## src/rtl/cfg_smbus_slave.sv

```systemverilog
module cfg_smbus_slave #(
  parameter int NUM_REGS = 8,
  parameter logic [6:0] DEV_ADDR = 7'h69,
  parameter logic [7:0] RST_VAL = 8'hFF
) (
  input  logic                  clk,
  input  logic                  rst_n,
  input  logic                  scl_in,
  input  logic                  sda_in,
  output logic                  sda_oe,
  output logic [8*NUM_REGS-1:0] cfg_out
);
  localparam int PW = (NUM_REGS > 1) ? $clog2(NUM_REGS) : 1;

  typedef enum logic [2:0] {S_IDLE, S_ADDR, S_CMD, S_CNT, S_WR, S_RD} st_t;
  st_t st;

  logic [1:0] scl_q, sda_q;
  logic       scl_d, sda_d;
  logic [3:0] bitcnt;
  logic [7:0] shreg, ptr;
  logic       in_ack, nack, send_cnt;
  logic [7:0] regs [NUM_REGS];

  wire scl_s    = scl_q[1];
  wire sda_s    = sda_q[1];
  wire scl_rise = scl_s & ~scl_d;
  wire scl_fall = ~scl_s & scl_d;
  wire start    = scl_s & scl_d & sda_d & ~sda_s;
  wire stop     = scl_s & scl_d & ~sda_d & sda_s;
  wire in_range = ptr < 8'(NUM_REGS);
  wire byte_end = scl_fall & ~in_ack & (bitcnt == 4'd8) & ~start & ~stop;
  wire wr_fire  = byte_end & (st == S_WR) & in_range;
  wire st_idle  = (st == S_IDLE);
  wire [7:0] tx = send_cnt ? 8'(NUM_REGS) : (in_range ? regs[ptr[PW-1:0]] : 8'hFF);

  for (genvar i = 0; i < NUM_REGS; i++) begin : g_out
    assign cfg_out[8*i +: 8] = regs[i];
  end

  always_ff @(posedge clk or negedge rst_n) begin
    if (!rst_n) begin
      scl_q <= 2'b11; sda_q <= 2'b11; scl_d <= 1'b1; sda_d <= 1'b1;
      st <= S_IDLE; bitcnt <= '0; shreg <= '0; ptr <= '0;
      in_ack <= 1'b0; nack <= 1'b0; send_cnt <= 1'b0; sda_oe <= 1'b0;
      for (int i = 0; i < NUM_REGS; i++) regs[i] <= RST_VAL ^ 8'(i);
    end else begin
      scl_q <= {scl_q[0], scl_in};
      sda_q <= {sda_q[0], sda_in};
      scl_d <= scl_s;
      sda_d <= sda_s;
      if (start) begin
        st <= S_ADDR; bitcnt <= '0; in_ack <= 1'b0; sda_oe <= 1'b0;
      end else if (stop) begin
        st <= S_IDLE; in_ack <= 1'b0; sda_oe <= 1'b0;
      end else if (st != S_IDLE) begin
        if (scl_rise) begin
          if (in_ack) nack <= sda_s;
          else begin
            bitcnt <= bitcnt + 4'd1;
            if (st != S_RD) shreg <= {shreg[6:0], sda_s};
          end
        end else if (scl_fall) begin
          if (in_ack) begin
            in_ack <= 1'b0;
            bitcnt <= '0;
            if (st == S_RD && !nack) sda_oe <= ~tx[7];
            else sda_oe <= 1'b0;
            if (st == S_RD && nack) st <= S_IDLE;
          end else if (bitcnt == 4'd8) begin
            in_ack <= 1'b1;
            case (st)
              S_ADDR: begin
                nack <= 1'b0;
                if (shreg[7:1] == DEV_ADDR) begin
                  sda_oe <= 1'b1;
                  st <= shreg[0] ? S_RD : S_CMD;
                end else st <= S_IDLE;
              end
              S_CMD: begin
                sda_oe <= 1'b1;
                ptr <= shreg[7] ? {1'b0, shreg[6:0]} : 8'd0;
                send_cnt <= ~shreg[7];
                st <= shreg[7] ? S_WR : S_CNT;
              end
              S_CNT: begin
                sda_oe <= 1'b1;
                st <= S_WR;
              end
              S_WR: begin
                if (in_range) begin
                  sda_oe <= 1'b1;
                  regs[ptr[PW-1:0]] <= shreg;
                  ptr <= ptr + 8'd1;
                end
              end
              S_RD: begin
                sda_oe <= 1'b0;
                if (send_cnt) send_cnt <= 1'b0;
                else if (in_range) ptr <= ptr + 8'd1;
              end
              default: st <= S_IDLE;
            endcase
          end else if (st == S_RD) begin
            sda_oe <= ~tx[3'd7 - bitcnt[2:0]];
          end
        end
      end
    end
  end
endmodule

```

## config.mk

```make
export PLATFORM = sky130hd
export DESIGN_NAME = cfg_smbus_slave
export DESIGN_NICKNAME = d
export VERILOG_FILES = /design/src/rtl/cfg_smbus_slave.sv
export SDC_FILE = /design/constraint.sdc
export NUM_CORES = 1
export LEC_CHECK = 0
export ABC_AREA = 1
export BUFFER_PORTS_ARGS = -buffer_cell sky130_fd_sc_hd__buf_2
export CAP_MARGIN = 5
export CORE_UTILIZATION = 40
export CTS_BUF_LIST = sky130_fd_sc_hd__clkbuf_16
export DETAILED_ROUTE_END_ITERATION = 8
export HOLD_SLACK_MARGIN = 0.12
export PLACE_DENSITY = 0.7
export SYNTH_ARGS = -nofsm -noshare
export SYNTH_HDL_FRONTEND = slang
export SYNTH_SLANG_ARGS = --single-unit
```

## constraint.sdc

```tcl
create_clock -name clk -period 2.16 [get_ports clk]
set_input_delay 0.432 -clock clk [delete_from_list [all_inputs] [get_ports clk]]
set_output_delay 0.432 -clock clk [all_outputs]
set_load 0.01 [all_outputs]
```

# [After elaboration in Yosys (flattened, before gate mapping)]
# Index checks and enable logic that the tools add are counted.
[word_totals] reg_bits=97 elab_cells=152 in_bits=4 output_inout_bits=65
[classes] bitwise=19 reduce_logical=27 magnitude_cmp=4 add_sub_neg=3 mux=59 eq_ne=20
[ops] operator="$bwmux W64" count=1
[ops] operator="$mux W8" count=7
[ops] operator="$mux W3" count=11
[ops] operator="$mux W4" count=7
[ops] operator="$mux W1" count=25
[ops] operator="$bmux W8 S3" count=1
[ops] operator="$demux W8 S3" count=1
[ops] operator="$pmux W8 S3" count=1
[ops] operator="$reduce_and A9 Y1" count=2
[ops] operator="$reduce_bool A3 Y1" count=6
[ops] operator="$reduce_and A8 Y1" count=2
[ops] operator="$ne A6 B6 Y1 const B" count=2
[ops] operator="$pmux W3 S4" count=1
[ops] operator="$reduce_and A6 Y1" count=2
[ops] operator="$not A1 Y1" count=11
[ops] operator="$ne A3 B2 Y1 const B" count=3
[ops] operator="$add A8 B1 Y8 const B" count=1
[ops] operator="$lt A8 B4 Y1 const B" count=1
[ops] operator="$ne A4 B1 Y1 const B" count=2
[ops] operator="$and A1 B1 Y1" count=7
[ops] operator="$eq A7 B7 Y1 const B" count=1
[ops] operator="$mux W7" count=1
[ops] operator="$reduce_and A7 Y1" count=1
[ops] operator="$reduce_bool A7 Y1" count=1
[ops] operator="25 further kinds" count=34

# [Depth between registers and ports, before layout]
[logic_depth] ltp_word=17 mapped_depth=17 ltp_nobuf=16

# [Least setup slack after synthesis]
# OpenSTA, ideal clock, no wires.
[synth_timing] path_kind="register to register" startpoint="reg scl_d" endpoint="reg regs (netlist bit cfg_out[1])" setup_time_ps=79 path_stages_with_launch=9 arrival_ps=1972 synth_period_minus_slack_ps=2051 path_buffers=1 required_time_ps=2081 path_slack_ps=109 path_cell_list="dfstp_2 -> inv_1 -> ha_1 -> inv_1 -> nand4_1 -> nor4_4 -> nand3_1 -> buf_2 -> o21ai_0"
[synth_between] elab_chain_len=5 word_cells_on_any_way=12 classes_between="11 x bitwise; 1 x reduce/logical"
[synth_rtl] element="from (decl)" line="19" source="logic scl_d, sda_d;"
[synth_rtl] element="from (signal assigned)" line="50" source="scl_d <= scl_s;"
[synth_rtl] element="$and A1 B1 Y1" line="29, 30"
[synth_rtl] element="$and A1 B1 Y1, on equally long branches (2 in series)" line="30, 29"
[synth_rtl] element="$not A1 Y1 (no line)"
[synth_rtl] element="$reduce_and A9 Y1 (no line) (*)"
[synth_rtl] element="to (signal, indexed assignment)" line="93" source="regs[ptr[PW-1:0]] <= shreg;"
[synth_rtl] element="to (decl)" line="23" source="logic [7:0] regs [NUM_REGS];"
# Mark *: on every way between the ends. The rest lies on a longest branch, timed or not.
# A chain may end at the register's enable or synchronous reset.

# [Worst setup path after layout]
[layout_timing] startpoint="reg bitcnt[0]" endpoint="reg regs (netlist bit cfg_out[55])"
[layout_between] elab_chain_len=2
[layout_rtl] element="from (decl)" line="20" source="logic [3:0] bitcnt;"
[layout_rtl] element="from (signal assigned)" line="60" source="bitcnt <= bitcnt + 4'd1;"
[layout_rtl] element="$eq A4 B4 Y1" line="70" source="end else if (bitcnt == 4'd8) begin"
[layout_rtl] element="$reduce_and A9 Y1 (no line)"
# No other way between the ends.

==> summary.md <==
| Metric | Value |
|---|---|
| Die Wd | `113 um` |
| Clock Tree Buf Depth | `2` |
| Critical path cell sequence | `inv_1 > ha_1 > nand3_2 > inv_2 > nand4_1 > nor4_4 > buf_6 > nand3_1 > buf_4 > o21ai_0` |
| Syn Inst Count | `631` |
| Slowest cell on crit path | `dfrtp_1` |
| CP Capture Type | `flip-flop` |
| Post-DRT Antenna Nets | `0` |
| Pwr dens | `687 mW/mm^2` |
| Tcrit/Tclk final | `0.970` |
| Nets | `736` |
| Post-synth ARST share | `1.00` |
| LEAKAGE | `2.82 nW` |
| Sequential share of power | `0.482` |
| Setup Viol. Count Final | `0` |
| Synth area leader | `dfstp_2` |
| Core Util, Final | `0.495` |
| Sw Share | `0.305` |
| Num rows | `40` |
| NetSw | `1.25 mW` |
| Max-cap violations | `0` |
| Slew @ Worst Pin | `0.601 ns` |
| Post-Syn Area | `0.00491 mm^2` |
| WP buf/inv | `4` |
| Final Wtd Congestion | `0.933` |
| CTS tree | `done` |
| Crit path DAT | `2.36 ns` |
| H-tree levels | `3` |
| Number of flops mapped to enable cells by yosys | `0` |
| Detail Placement HPWL | `9700 um` |
| Routed length per instance | `15.7 um` |
| Share of the synthesized area in the top cell type | `0.310` |
| Hold Slack | `0.187 ns` |
| Slew margin rel. | `0.599` |
| Most frequent cell after synthesis | `nand2_1` |
| TritonRoute pass-1 iters | `7` |
| Root buffer selected by CTS | `clkbuf_16` |
| YS warnings | `0` |
| #FFs+latches synth | `97` |
| Post-layout min period | `2.09 ns` |
| Layout area overhead | `21.1%` |
| Remaining DRCs | `0` |
| Clock sink count | `97` |
| PortBufs | `68` |
| Prevailing post-synth register cell | `dfstp_2` |
| Initial antenna violation count | `0` |
| Crit path max-delay family | `simple AND/OR/NAND/NOR gates` |
| Via count | `4,579` |
| DRT iter0 DRCs | `423` |
| Logic pwr share | `0.142` |
| Critical path type | `reg2reg` |
| Commonest cells in the synthesized netlist | `204 x nand2_1, 96 x o21ai_0, 79 x inv_1, 58 x dfstp_2, 45 x nand3_1` |
| Die area | `0.0127 mm^2` |
| Gr ovfl total | `0` |
| Core Area | `0.0120 mm^2` |
| CTS buffer count | `9` |
| Final wirelength | `13,800 um` |
| Hold crit path type | `in2reg` |
| First-pass GRT wire length | `21,800 um` |
| Fraction of final layout cells sized beyond drive strength 1 | `0.267` |
| Ant. Diodes | `0` |
| DIE HEIGHT | `113 um` |
| Clock power share | `0.377` |
| Cell variety after synth | `32` |
| Max incr delay on CP | `0.38 ns` |
| Fin. max-slew vios | `0` |
| GR Util All Layers | `0.222` |
| Critical Path RT | `2.42 ns` |
| Startpoint types | `flip-flop` |
| Area contributors post-synth | `dfstp_2 31%, dfrtp_1 20%, nand2_1 16%` |
| Clock Skew | `0.00997 ns` |
| Status | `complete, no violations` |
| Synthesized area per cell | `7.79 um^2` |
| Vias in the first global route | `4,331` |
| Multi-input logic area | `0.00204 mm^2` |
| Max VDD drop | `0.000389 V` |
| Final hold vios | `0` |
| Register area | `0.00250 mm^2` |
| F_max | `0.477 GHz` |
| Initial Utilization | `0.409` |
| Clk_lat worst skew | `0.35 ns` |
| Synthesized Nets | `641` |
| Register area share after synthesis | `0.509` |
| Power Internal | `2.84 mW` |
| Largest net degree at the start of global routing | `39` |
| Critical Path Fanout Max | `16` |
| Via/cell ratio | `5.22` |
| I/O Pins | `69` |
| Fill count | `1,170` |
| Worst-path clk slew | `0.07 ns` |
## cell families (layout without fill, tap and decap cells)
| family | after synthesis | count (layout) | synth area share |
|---|---|---|---|
| buf+inv | 99 | 199 | 0.0802 |
| flops | 97 | 97 | 0.509 |
| simple gates | 305 | 305 | 0.255 |
| fa+ha+maj | 6 | 6 | 0.0153 |
| mux | 1 | 1 | 0.00229 |
| compound gates | 117 | 117 | 0.128 |
| xor+xnor | 6 | 6 | 0.0107 |
## routing by layer
layer | routed length (um) | vias up | GRT usage | share of wire
met5 | 0 | - | 0 | 0
met4 | 287 | 0 | 0.0764 | 0.021
met3 | 1080 | 26 | 0.0423 | 0.078
met2 | 6380 | 197 | 0.356 | 0.46
met1 | 6070 | 2148 | 0.303 | 0.44
li1 | - | 2208 | - | -
## registers in the layout, summed over array words and instances (netlist names), 2 cells and up
name / flops
cfg_out: 64
ptr: 8
sda_q: 2
bitcnt: 4
st: 3
shreg: 8
scl_q: 2
## cells in the final DEF (no fill, tap or decap), drive strengths merged
| cell type | netlist | final |
|---|---|---|
| nand3 | 45 | 45 |
| xnor2 | 1 | 1 |
| o41ai | 1 | 1 |
| o31ai | 2 | 2 |
| a21oi | 3 | 3 |
| inv | 79 | 82 |
| nor3 | 4 | 4 |
| o21ai | 96 | 96 |
| o21a | 1 | 1 |
| or2 | 2 | 2 |
| o211ai | 5 | 5 |
| dfstp | 58 | 58 |
| o22ai | 2 | 2 |
| a211oi | 1 | 1 |
| clkinvlp | 0 | 1 |
| mux2 | 1 | 1 |
| nor2 | 42 | 42 |
| a221oi | 1 | 1 |
| dfrtp | 39 | 39 |
| a22oi | 2 | 2 |
| nand3b | 1 | 1 |
| dlygate4sd3 | 0 | 1 |
| nor4 | 2 | 2 |
| xor2 | 5 | 5 |
| clkinv | 0 | 3 |
| buf | 10 | 103 |
| a31oi | 3 | 3 |
| nand2 | 204 | 204 |
| ha | 6 | 6 |
| clkbuf | 10 | 9 |
| nand4 | 5 | 5 |
## worst register-to-register path, stage by stage, from the launching register on
cell and delay, ns:
dfrtp_1 0.38, inv_1 0.09, ha_1 0.17, nand3_2 0.12, inv_2 0.12, nand4_1 0.19
nor4_4 0.28, buf_6 0.19, nand3_1 0.08, buf_4 0.19, o21ai_0 0.21
## power groups by stage
stage	clock (mW)	combinational, mW	sequential, mW
floorplan	0	0.280	2.00
global placement	0	0.543	2.00
detailed placement	0	0.555	2.00
CTS	1.56	0.559	1.97
global route	1.63	0.629	1.98
finish	1.54	0.579	1.97
## stage by stage
stage               power (mW)  setup TNS [ns]  worst slack, ns  instance area (um^2)  instances
finish                    4.09               0           0.0655                  5950        878
global route              4.24          -0.232          -0.0422                  5950        878
CTS                       4.09               0           0.0613                  5870        871
detailed placement        2.56               0          0.00332                  5580        854
global placement          2.54               0           0.0278                  5580        854
floorplan                 2.27               0            0.109                  4910        631
## timing repair
| item | in CTS | in global routing |
|---|---|---|
| endpoints found under the hold margin | 17 | 0 |
| resized for setup | 1 | 13 |
| endpoints found under the setup margin | 1 | 26 |
| setup buffers | 0 | 7 |
| hold buffers | 1 | 0 |
| pin swaps | 0 | 3 |
| cloned | 0 | 0 |
## area by class of cell
cell class | count | area share
clock buffers | 9 | 0.0378
clock inverters | 7 | 0.00883
multi-input cells | 435 | 0.343
well taps | 147 | 0.0309
flip-flops and latches | 97 | 0.420
repair buffers | 104 | 0.108
inverters | 79 | 0.0505
## final timing paths
kind | endpoint | depth (start not counted) | slack [ns] | from
setup / recovery | cfg_out[55] | 10 | 0.07 | bitcnt[0]
hold / removal | sda_q[0] | 1 | 0.19 | sda_in
setup reg to reg | cfg_out[55] | 10 | 0.07 | bitcnt[0]
hold reg to reg | sda_q[1] | 0 | 0.36 | sda_q[0]
max in group asynchronous | cfg_out[48] | 3 | 0.92 | rst_n
min in group asynchronous | cfg_out[17] | 2 | 0.56 | rst_n
No activity file was read; power rests on OpenSTA's default activity.
